$ cat src/rtl/gpio_pkg.sv
package gpio_pkg;
  typedef enum logic [1:0] {
    ACC_NONE = 2'd0,
    ACC_DATA = 2'd1,
    ACC_DIR  = 2'd2
  } acc_kind_e;
endpackage

$ cat src/rtl/gpio_addr_decode.sv
module gpio_addr_decode
  import gpio_pkg::*;
#(
  parameter int NUM_PINS   = 8,
  parameter int ADDR_W     = 12,
  parameter int DIR_OFFSET = 'h400
) (
  input  logic                bus_sel,
  input  logic                bus_wr,
  input  logic [ADDR_W-1:0]   bus_addr,
  output acc_kind_e           kind,
  output logic [NUM_PINS-1:0] pin_mask,
  output logic                data_we,
  output logic                dir_we,
  output logic                rd_en
);
  localparam int MASK_LSB = 2;
  localparam int WIN_MSB  = MASK_LSB + NUM_PINS;
  localparam logic [ADDR_W-1:0] DIR_WORD = ADDR_W'(DIR_OFFSET >> MASK_LSB);

  logic in_data_win;
  logic in_dir_word;

  always_comb begin
    in_data_win = ((bus_addr >> WIN_MSB) == '0);
    in_dir_word = ((bus_addr >> MASK_LSB) == DIR_WORD);
    if (in_data_win)      kind = ACC_DATA;
    else if (in_dir_word) kind = ACC_DIR;
    else                  kind = ACC_NONE;
    pin_mask = bus_addr[MASK_LSB +: NUM_PINS];
    data_we  = bus_sel && bus_wr && (kind == ACC_DATA);
    dir_we   = bus_sel && bus_wr && (kind == ACC_DIR);
    rd_en    = bus_sel && !bus_wr;
  end

  // a write never targets both registers at once
  always_comb begin
    a_r10_single_target: assert (!(data_we && dir_we));
  end
endmodule

$ cat src/rtl/gpio_sync.sv
module gpio_sync #(
  parameter int WIDTH  = 8,
  parameter int STAGES = 2
) (
  input  logic             clk,
  input  logic             rst,
  input  logic [WIDTH-1:0] async_in,
  output logic [WIDTH-1:0] sync_out
);
  logic [WIDTH-1:0] stage_q [STAGES];

  generate
    for (genvar s = 0; s < STAGES; s++) begin : g_stage
      always_ff @(posedge clk) begin
        if (rst) stage_q[s] <= '0;
        else if (s == 0) stage_q[s] <= async_in;
        else stage_q[s] <= stage_q[(s == 0) ? 0 : s-1];
      end
    end
  endgenerate

  assign sync_out = stage_q[STAGES-1];
endmodule

$ cat src/rtl/gpio_regs.sv
module gpio_regs #(
  parameter int NUM_PINS = 8
) (
  input  logic                clk,
  input  logic                rst,
  input  logic                data_we,
  input  logic                dir_we,
  input  logic [NUM_PINS-1:0] pin_mask,
  input  logic [NUM_PINS-1:0] wdata,
  output logic [NUM_PINS-1:0] dir_q,
  output logic [NUM_PINS-1:0] data_q
);
  always_ff @(posedge clk) begin
    if (rst) dir_q <= '0;
    else if (dir_we) dir_q <= wdata;
  end

  generate
    for (genvar i = 0; i < NUM_PINS; i++) begin : g_pin
      always_ff @(posedge clk) begin
        if (rst) data_q[i] <= 1'b0;
        else if (data_we && pin_mask[i] && dir_q[i]) data_q[i] <= wdata[i];
      end
    end
  endgenerate

  // direction register takes the written byte
  a_r2_dir_load: assert property (@(posedge clk) disable iff (rst)
    dir_we |=> (dir_q == $past(wdata)));
  // unselected pins keep their values across a data write
  a_r4_unmasked_hold: assert property (@(posedge clk) disable iff (rst)
    data_we |=> (((data_q ^ $past(data_q)) & ~$past(pin_mask)) == '0));
  // input pins keep their stored output value across a data write
  a_r5_input_hold: assert property (@(posedge clk) disable iff (rst)
    data_we |=> (((data_q ^ $past(data_q)) & ~$past(dir_q)) == '0));
  // with no data write, the output data register is stable
  a_r4_idle_stable: assert property (@(posedge clk) disable iff (rst)
    !data_we |=> $stable(data_q));
endmodule

$ cat src/rtl/gpio_read_mux.sv
module gpio_read_mux
  import gpio_pkg::*;
#(
  parameter int NUM_PINS = 8
) (
  input  logic                clk,
  input  logic                rst,
  input  logic                rd_en,
  input  acc_kind_e           kind,
  input  logic [NUM_PINS-1:0] pin_mask,
  input  logic [NUM_PINS-1:0] dir_q,
  input  logic [NUM_PINS-1:0] data_q,
  input  logic [NUM_PINS-1:0] pin_sync,
  output logic [NUM_PINS-1:0] rdata_q
);
  logic [NUM_PINS-1:0] pin_view;
  logic [NUM_PINS-1:0] rd_next;

  always_comb begin
    pin_view = (dir_q & data_q) | (~dir_q & pin_sync);
    unique case (kind)
      ACC_DATA: rd_next = pin_view & pin_mask;
      ACC_DIR:  rd_next = dir_q;
      default:  rd_next = '0;
    endcase
  end

  always_ff @(posedge clk) begin
    if (rst || !rd_en) rdata_q <= '0;
    else rdata_q <= rd_next;
  end

  // no strobe, no data
  a_r9_idle_zero: assert property (@(posedge clk) disable iff (rst)
    !rd_en |=> (rdata_q == '0));
  // unselected bits read as zero
  a_r6_masked_zero: assert property (@(posedge clk) disable iff (rst)
    (rd_en && kind == ACC_DATA) |=> ((rdata_q & ~$past(pin_mask)) == '0));
  // direction read-back
  a_r3_dir_readback: assert property (@(posedge clk) disable iff (rst)
    (rd_en && kind == ACC_DIR) |=> (rdata_q == $past(dir_q)));
  // out-of-window reads are zero
  a_r10_hole_zero: assert property (@(posedge clk) disable iff (rst)
    (rd_en && kind == ACC_NONE) |=> (rdata_q == '0));
endmodule

$ cat src/rtl/gpio_masked_port.sv
module gpio_masked_port
  import gpio_pkg::*;
#(
  parameter int NUM_PINS    = 8,
  parameter int ADDR_W      = 12,
  parameter int DIR_OFFSET  = 'h400,
  parameter int SYNC_STAGES = 2
) (
  input  logic                clk,
  input  logic                rst,
  input  logic                bus_sel,
  input  logic                bus_wr,
  input  logic [ADDR_W-1:0]   bus_addr,
  input  logic [NUM_PINS-1:0] bus_wdata,
  output logic [NUM_PINS-1:0] bus_rdata,
  input  logic [NUM_PINS-1:0] pad_in,
  output logic [NUM_PINS-1:0] pad_out,
  output logic [NUM_PINS-1:0] pad_oe
);
  acc_kind_e           kind;
  logic [NUM_PINS-1:0] pin_mask;
  logic                data_we;
  logic                dir_we;
  logic                rd_en;
  logic [NUM_PINS-1:0] dir_q;
  logic [NUM_PINS-1:0] data_q;
  logic [NUM_PINS-1:0] pin_sync;

  gpio_addr_decode #(
    .NUM_PINS(NUM_PINS), .ADDR_W(ADDR_W), .DIR_OFFSET(DIR_OFFSET)
  ) u_decode (
    .bus_sel(bus_sel), .bus_wr(bus_wr), .bus_addr(bus_addr),
    .kind(kind), .pin_mask(pin_mask), .data_we(data_we),
    .dir_we(dir_we), .rd_en(rd_en)
  );

  gpio_regs #(.NUM_PINS(NUM_PINS)) u_regs (
    .clk(clk), .rst(rst), .data_we(data_we), .dir_we(dir_we),
    .pin_mask(pin_mask), .wdata(bus_wdata), .dir_q(dir_q), .data_q(data_q)
  );

  gpio_sync #(.WIDTH(NUM_PINS), .STAGES(SYNC_STAGES)) u_sync (
    .clk(clk), .rst(rst), .async_in(pad_in), .sync_out(pin_sync)
  );

  gpio_read_mux #(.NUM_PINS(NUM_PINS)) u_rdmux (
    .clk(clk), .rst(rst), .rd_en(rd_en), .kind(kind), .pin_mask(pin_mask),
    .dir_q(dir_q), .data_q(data_q), .pin_sync(pin_sync), .rdata_q(bus_rdata)
  );

  assign pad_out = data_q;
  assign pad_oe  = dir_q;

  // reset leaves no pad driven
  a_r1_reset_quiet: assert property (@(posedge clk)
    rst |=> (pad_oe == '0 && pad_out == '0 && bus_rdata == '0));
endmodule

$ cat config.mk
export PLATFORM = sky130hd
export DESIGN_NAME = gpio_masked_port
export DESIGN_NICKNAME = d
export VERILOG_FILES = /design/src/rtl/gpio_pkg.sv /design/src/rtl/gpio_addr_decode.sv /design/src/rtl/gpio_sync.sv /design/src/rtl/gpio_regs.sv /design/src/rtl/gpio_read_mux.sv /design/src/rtl/gpio_masked_port.sv
export SDC_FILE = /design/constraint.sdc
export NUM_CORES = 1
export LEC_CHECK = 0
export ABC_CLOCK_PERIOD_IN_PS = 1200
export BUFFER_PORTS_ARGS = -buffer_cell sky130_fd_sc_hd__buf_4
export CAP_MARGIN = 20
export CORE_MARGIN = 3
export CORE_UTILIZATION = 44
export DETAILED_ROUTE_END_ITERATION = 8
export GPL_TIMING_DRIVEN = 0
export HOLD_SLACK_MARGIN = 0.12
export PLACE_DENSITY_LB_ADDON = 0.2
export SLEW_MARGIN = 10
export SYNTH_ARGS = -nofsm -noshare
export SYNTH_HDL_FRONTEND = slang
export SYNTH_SLANG_ARGS = --single-unit
$ cat constraint.sdc
create_clock -name clk -period 1.2 [get_ports clk]
set_clock_uncertainty 0.05 [all_clocks]
set_input_delay 0.12 -clock clk [delete_from_list [all_inputs] [get_ports clk]]
set_output_delay 0.12 -clock clk [all_outputs]
set_load 0.02 [all_outputs]
# Word-level counts from Yosys, hierarchy flattened
# Memories as Yosys holds them, arrays and structs flattened.
# Cells that the tools add are included.
[op_classes] bitwise_logic=7 muxes=8 reduce_logical=24 n_eq_ne=3
[ops] cell="bitwise AND 8 bit" n=3
[ops] cell="logical AND 1 bit" n=20
[ops] cell="two-way mux 8 bit" n=2
[ops] cell="case mux 8 bit (2 select lines)" n=1
[ops] cell="zero test 12 bit" n=1
[ops] cell="== test 10 x 9 -> 1 bit, second input constant" n=1
[ops] cell="NOT 8 bit" n=1
[ops] cell="bitwise OR 8 bit" n=1
[ops] cell="two-way mux 2 bit" n=2
[ops] cell="two-way mux 1 bit" n=3
[ops] cell="== test 2 x 1 -> 1 bit, second input constant" n=1
[ops] cell="== test 2 bit, second input constant" n=1
[ops] cell="zero test 1 bit" n=2
[ops] cell="bitwise OR 1 bit" n=2
[ops] cell="logical OR 1 bit" n=1
[word_totals] in_bits=32 ram_bits=16 register_bits=24 n_memories=1
[mem_list] memory="u_sync.stage_q" depth=2 word_bits=8 rd=2 rd_clocked_by_memory_dff=0 wr=2 line_no="gpio_sync.sv:10" rtl="logic [WIDTH-1:0] stage_q [STAGES];"

# Longest topological paths before layout
# Gate-level depths: netlist (run 1).
[depth] word_depth=7 depth_mapped=4

# By module
# From an unflattened synthesis (run 1), not the netlist that was laid out.
[hier_totals] cells_unflattened=161 hier_area_um2=1686.6
[modules_own_cells] module="gpio_regs" area_each_um2=688.2 seq_area_each_um2=320.3 cells_per_inst=68 n_inst=1
[modules_own_cells] module="gpio_sync" area_each_um2=464.2 seq_area_each_um2=320.3 cells_per_inst=33 n_inst=1
[modules_own_cells] module="gpio_read_mux" area_each_um2=402.9 seq_area_each_um2=160.2 cells_per_inst=42 n_inst=1
[modules_own_cells] module="gpio_addr_decode" area_each_um2=131.4 seq_area_each_um2=0.0 cells_per_inst=18 n_inst=1

# Worst setup path before layout (run 1)
# No wires, ideal clock.
[synth_timing] kind="input-to-reg" start="input bus_addr[5]" end="register u_regs.dir_q[0]" slack_ps=-6 setup_time_ps=72 n_path_buf=1 stages=4 required_ps=1078 arrival_time_ps=1085 cell_sequence="nor4_4 > and4b_1 > buf_6 > mux2i_1"
[synth_via] elab_chain_len=5
[synth_lines] element="from (decl)" line_no="gpio_masked_port.sv:13" rtl="input logic [ADDR_W-1:0] bus_addr,"
[synth_lines] element="== test 10 x 9 -> 1 bit" line_no="gpio_addr_decode.sv:26" rtl="in_dir_word = ((bus_addr >> MASK_LSB) == DIR_WORD);"
[synth_lines] element="two-way mux 2 bit" line_no="gpio_addr_decode.sv:28" rtl="else if (in_dir_word) kind = ACC_DIR;"
[synth_lines] element="two-way mux 2 bit" line_no="gpio_addr_decode.sv:27" rtl="if (in_data_win) kind = ACC_DATA;"
[synth_lines] element="== test 2 bit" line_no="gpio_addr_decode.sv:32" rtl="dir_we = bus_sel && bus_wr && (kind == ACC_DIR);"
[synth_lines] element="logical AND 1 bit" line_no="gpio_addr_decode.sv:32"
[synth_lines] element="to (signal assigned)" line_no="gpio_regs.sv:15" rtl="else if (dir_we) dir_q <= wdata;"
[synth_lines] element="to (decl)" line_no="gpio_regs.sv:10" rtl="output logic [NUM_PINS-1:0] dir_q,"
# Every way passes these cells.
# A chain may end at the register's enable or synchronous reset.

# Worst setup path in the final report (run 1)
[layout_timing] start="register u_regs.dir_q[0]" end="output pad_oe[0]"
[layout_rtl] element="to (decl)" line_no="gpio_masked_port.sv:18" rtl="output logic [NUM_PINS-1:0] pad_oe"
# No word-level cell between the ends.

==> impl_metrics.py, run 1 <==
metrics = {
    "critical_path": {
        "crit_path_top_delay_cell": "dfxtp_2",
        "path_delay_family": "flip-flops",
        "cp_cell_sequence": "buf_4",
        "critPathKind": "register to output pin",
        "path_buf_inv": 1,
        "crit_fanout": 6,
        "start_kind": "register",
        "max_stage_delay_ps": 400,
        "crit_arrival_ps": 920,
        "crit_required_ps": 1030,
        "endpoint_kind": "output pin",
    },
    "yosys": {
        "ys_seq_area_share_pct": 50.4,
        "synth.avg_cell_area_um2": 9.93,
        "yosysWarnings": 0,
        "ys_ff_latch": 40,
        "syn_inst": 160,
        "yosysTopAreaCell": "dfxtp_1",
        "synth.net_count": 192,
        "synthTopCellsByArea": "dfxtp_1, nand2b_1, nand4_1",
        "synth_cell_types": 19,
        "yosysTopAreaCellShare_pct": 50.4,
        "synth_area_um2": 1590,
    },
    "route": {
        "drt_first_pass_iters": 4,
        "drc": 0,
        "dr_total_vias": 1507,
        "drt.antenna.violating_nets": 0,
        "wire_per_inst_um": 14.8,
        "drt_wl_total_um": 4340,
        "dr.first_iter.drc_count": 79,
        "avgViaCountPerCell": 5.13,
    },
    "sta": {
        "fin_hold_ws_ps": -12.8,
        "max_freq_mhz": 917,
        "relSlewSlack_pct": 56.8,
        "setup_viol": 0,
        "grt_setup_unrepaired": "false",
        "worst_pin_slew_ps": 645,
        "hold_viol": 2,
        "slew_violations": 0,
        "final.setup.worst_slack_ps": 109,
        "period_needed_ps": 1090,
        "fin_crit_sh_pct": 90.9,
        "fin_setup_tns_ps": 0,
    },
    "clock_tree": {
        "clk_pin_slew_ps": 120,
        "insertion_delay_ps": 350,
        "cts_max_path_buffers": 2,
        "cts_made_buffers": 5,
        "cts-root-buf": "clkbuf_4",
        "cts.htree.levels": 2,
        "cts_tree": "built",
        "clock_sinks": 40,
    },
    "layout": {
        "fillers": 279,
        "nets": 279,
        "multiInputGateArea_um2": 758,
        "final_util_pct": 70.1,
        "seqCellArea_um2": 811,
        "finalInstanceArea_um2": 2390,
        "n_antenna_cell": 0,
        "area_growth_syn_to_layout_pct": 50.6,
        "fin_cells": 294,
        "layout-drive-gt1-share_pct": 33.5,
    },
    "floorplanning": {
        "core_region_area_um2": 3420,
        "die_w_um": 66.1,
        "row_count": 21,
        "start_util_pct": 46.5,
        "pin_count": 56,
        "dieHeight_um": 66.1,
        "dieArea_um2": 4370,
    },
    "placed_design": {
        "dp_hpwl_um": 2800,
        "port-buffer-count": 53,
        "pre_cts_slack_ps": -374,
        "dp.cells": 259,
        "post_dp_cell_area_um2": 2040,
        "gp_congestion": 0.808,
    },
    "global_routing": {
        "grt_pass1_wl_um": 6870,
        "grt_antenna_before_repair": 0,
        "grt-ovfl-total": 0,
        "grt_max_degree": 13,
        "grt_pass1_vias": 1463,
        "track_usage_pct": 21.3,
    },
    "power_and_ir_drop": {
        "finalPower_mw": 2.51,
        "power_density_nw_per_um2": 1050,
        "ir_drop_mv": 0.774,
        "cellLeakagePower_nw": 0.942,
    },
    "min_path": {
        "min_path_type": "input pin to register",
    },
    "run_status": {
        "violations": "negative hold slack",
        "status": "finished, violations left",
    },
    "flow_run": {
        "cap_violations": 0,
    },
}
==> cell type report <==
class,count,share of cell area (%)
clock buffers,6,1.73
flip-flops and latches,40,33.9
plain buffers,6,1.25
repair buffers,80,27.6
well taps,46,2.40
multi-input cells,114,31.7
clock inverters,2,1.46
==> power by group <==
group	internal, mW	total [mW]	switching, mW
clock	0.437	0.879	0.442
sequential	1.35	1.36	0.00480
combinational	0.161	0.277	0.117
==> logic make-up (layout without fill, tap and decap cells) <==
group	count (synthesis)	after routing	share of synthesized area, %
flip-flops	40	40	50.4
buffers and inverters	6	94	1.89
AO/OA/AOI/OAI	24	24	7.56
multiplexers	16	16	10.7
AND/OR/NAND/NOR	74	74	29.5
==> routing by layer <==
metal  track usage [%]  vias to the layer above  part of all wire, %
li1                  -                      745                    -
met1              24.7                      704                   40
met2              37.1                       52                   51
met3              5.78                        6                  7.1
met4              7.87                        0                  1.4
met5                 0                        -                    0
==> path summary, 6_finish.rpt <==
path	slack, ps	end	cells after the start	startpoint
worst max-delay path	110	pad_oe[0]	1	u_regs.dir_q[0]$_SDFFE_PP0P_
worst min-delay path	-10	u_rdmux.rdata_q[5]$_SDFF_PP0_	3	bus_addr[7]
worst max register to register	130	u_rdmux.rdata_q[1]$_SDFF_PP0_	3	u_regs.dir_q[1]$_SDFFE_PP0P_
worst min register to register	400	u_sync.stage_q[1][6]$_SDFF_PP0_	1	u_sync.stage_q[0][6]$_SDFF_PP0_
==> Yosys cell counts <==
cell type,number
a21oi_1,16
and4b_1,1
buf_6,1
clkbuf_1,5
dfxtp_1,40
mux2_2,8
mux2i_1,8
nand2_1,10
nand2b_1,16
nand3_1,8
nand4_1,16
nand4bb_1,1
nor2_1,2
nor2_2,1
nor2b_1,16
nor4_4,1
nor4b_4,1
nor4bb_1,1
o21ai_0,8
==> cells in the final DEF, fill, tap and decap left out <==
cell,synthesis,final
nor2b_1,16,16
o21ai_0,8,8
dfxtp_1,40,32
bufinv_16,0,1
nor4_4,1,1
mux2_2,8,8
nand4bb_1,1,1
dfxtp_2,0,8
clkbuf_1,5,6
clkinv_2,0,1
nor2_1,2,2
mux2i_1,8,8
buf_6,1,1
nor4bb_1,1,1
nand3_1,8,8
nand2_1,10,10
and4b_1,1,1
nand4_1,16,16
nor2_2,1,1
dlygate4sd3_1,0,24
a21oi_1,16,16
nor4b_4,1,1
nand2b_1,16,16
buf_4,0,56
clkbuf_4,0,5
==> sequential cells by signal, indices dropped and copies added, names as in the netlist <==
| signal | count |
|---|---|
| u_regs.data_q | 8 |
| u_rdmux.rdata_q | 8 |
| u_regs.dir_q | 8 |
| u_sync.stage_q | 16 |
==> repair_timing <==
action,CTS,global route
endpoints found under the hold margin,32,12
pin swaps,1,1
cloned,0,0
resized for setup,0,8
endpoints found under the setup margin,3,16
hold buffers,21,3
buffers inserted,1,2
(Power assumes the default switching activity.)
==> inputs of run 2 (changes only) <==
--- a/config.mk
+++ b/config.mk
@@ -6,11 +6,11 @@
 export NUM_CORES = 1
 export LEC_CHECK = 0
 export ABC_CLOCK_PERIOD_IN_PS = 1200
-export BUFFER_PORTS_ARGS = -buffer_cell sky130_fd_sc_hd__buf_4
 export CAP_MARGIN = 20
 export CORE_MARGIN = 3
-export CORE_UTILIZATION = 44
+export CORE_UTILIZATION = 55
 export DETAILED_ROUTE_END_ITERATION = 8
+export DONT_BUFFER_PORTS = 1
 export GPL_TIMING_DRIVEN = 0
 export HOLD_SLACK_MARGIN = 0.12
 export PLACE_DENSITY_LB_ADDON = 0.2
==> impl_metrics.py, run 2 (synthesis gave the netlist of run 1 again) <==
metrics = {
    "power_and_ir_drop": {
        "ir_drop_mv": 1.26,
        "cellLeakagePower_nw": 0.624,
        "finalPower_mw": 2.10,
        "power_density_nw_per_um2": 1120,
    },
    "layout": {
        "area_growth_syn_to_layout_pct": 17.8,
        "max_flop_register": "u_sync.stage_q",
        "layout_common_cells": "dfxtp_1, dlygate4sd3_1",
        "nets": 219,
        "seqCellArea_um2": 816,
        "final_util_pct": 71.6,
        "multiInputGateArea_um2": 758,
        "largest_reg_flops": 16,
        "n_antenna_cell": 0,
        "fillers": 212,
        "fin_cells": 215,
        "final_common_cell": "dfxtp_1",
        "layout-drive-gt1-share_pct": 15.1,
    },
    "route": {
        "drt_first_pass_iters": 5,
        "wire_per_inst_um": 17.8,
        "drc": 0,
        "drt_wl_total_um": 3830,
        "dr.first_iter.drc_count": 97,
        "drt.antenna.violating_nets": 0,
        "dr_total_vias": 1292,
        "avgViaCountPerCell": 6.01,
    },
    "clock_tree": {
        "insertion_delay_ps": 340,
        "cts_max_path_buffers": 2,
        "cts_tree": "built",
        "cts_made_buffers": 5,
        "clk_pin_slew_ps": 110,
        "cts-root-buf": "clkbuf_4",
        "clock_sinks": 40,
        "hold_buffers": 17,
        "cts.htree.levels": 2,
    },
    "critical_path": {
        "start_kind": "register",
        "crit_arrival_ps": 1310,
        "crit_fanout": 6,
        "endpoint_kind": "register",
        "crit_required_ps": 1370,
        "critPathKind": "register to register",
    },
    "sta": {
        "max_freq_mhz": 878,
        "grt_setup_unrepaired": "false",
        "hold_viol": 16,
        "setup_viol": 0,
        "relSlewSlack_pct": 55.3,
        "period_needed_ps": 1140,
        "fin_hold_ws_ps": -138,
        "worst_pin_slew_ps": 668,
        "fin_crit_sh_pct": 95.0,
        "fin_setup_tns_ps": 0,
        "slew_violations": 0,
    },
    "placed_design": {
        "dp.cells": 190,
        "gp_congestion": 0.815,
        "port-buffer-count": 0,
        "dp_hpwl_um": 2550,
    },
    "min_path": {
        "min_path_type": "input pin to register",
    },
    "floorplanning": {
        "start_util_pct": 60.8,
        "row_count": 18,
        "dieHeight_um": 59.8,
        "dieArea_um2": 3570,
        "core_region_area_um2": 2610,
        "die_w_um": 59.8,
        "pin_count": 56,
    },
    "flow_run": {
        "cap_violations": 0,
    },
    "global_routing": {
        "grt_pass1_wl_um": 6100,
        "grt_pass1_vias": 1304,
        "grt_antenna_before_repair": 0,
        "track_usage_pct": 23.1,
        "grt-ovfl-total": 0,
        "grt_max_degree": 11,
    },
    "run_status": {
        "violations": "negative hold slack",
        "status": "finished, violations left",
    },
}
==> run 2: changes by cell type in the layout (fill, tap and decap cells not counted), sizes merged <==
cell / before / now
clkinv: 1 / 0
dlygate4sd3: 24 / 17
bufinv: 1 / 0
buf: 57 / 4
clkbuf: 11 / 10
==> run 2: where the power goes <==
| group | internal (mW) | switching (mW) |
|---|---|---|
| logic | 0.0859 | 0.0705 |
| registers | 1.35 | 0.00722 |
| clock network | 0.196 | 0.388 |
==> run 2: path summary, 6_finish.rpt <==
kind / start / endpoint / slack, ps / depth (start not counted)
min: bus_addr[2] / u_rdmux.rdata_q[0]$_SDFF_PP0_ / -140 / 2
max: u_regs.dir_q[6]$_SDFFE_PP0P_ / u_rdmux.rdata_q[6]$_SDFF_PP0_ / 60 / 3
max reg2reg: u_regs.dir_q[6]$_SDFFE_PP0P_ / u_rdmux.rdata_q[6]$_SDFF_PP0_ / 60 / 3
min reg2reg: u_sync.stage_q[0][0]$_SDFF_PP0_ / u_sync.stage_q[1][0]$_SDFF_PP0_ / 400 / 1
==> run 2: routing by layer <==
| metal | share of wire [%] | up-vias | track usage, % | routed length (um) |
|---|---|---|---|---|
| li1 | - | 621 | - | - |
| met1 | 39 | 598 | 26.9 | 1500 |
| met2 | 48 | 64 | 37.3 | 1830 |
| met3 | 11 | 9 | 8.86 | 419 |
| met4 | 2.2 | 0 | 10.1 | 85 |
| met5 | 0 | - | 0 | 0 |
==> run 2: layout make-up <==
type | count | area share (%)
repair buffers | 20 | 10.3
clock buffers | 5 | 2.01
flip-flops and latches | 40 | 43.6
multi-input cells | 114 | 40.5
plain buffers | 6 | 1.60
well taps | 30 | 2.01
==> run 2: worst max-delay path, cell delays in order (launching register included) <==
cell and delay (ps):
dfxtp_2 460, mux2_2 360, nand3_1 80, a21oi_1 60
==> run 2: through the flow <==
stage	area [um2]	worst slack [ps]
after floorplan	1590	-6.28
after global placement	1630	-192
after detailed placement	1630	-236
after CTS	1840	36.0
after global routing	1870	2.75
final	1870	60.4
==> run 2: repair_timing <==
item,4_1_cts,5_1_grt
pin swaps,0,1
gates resized for setup,8,2
setup buffers,0,3
endpoints found under the setup margin,8,3
endpoints found under the hold margin,32,16
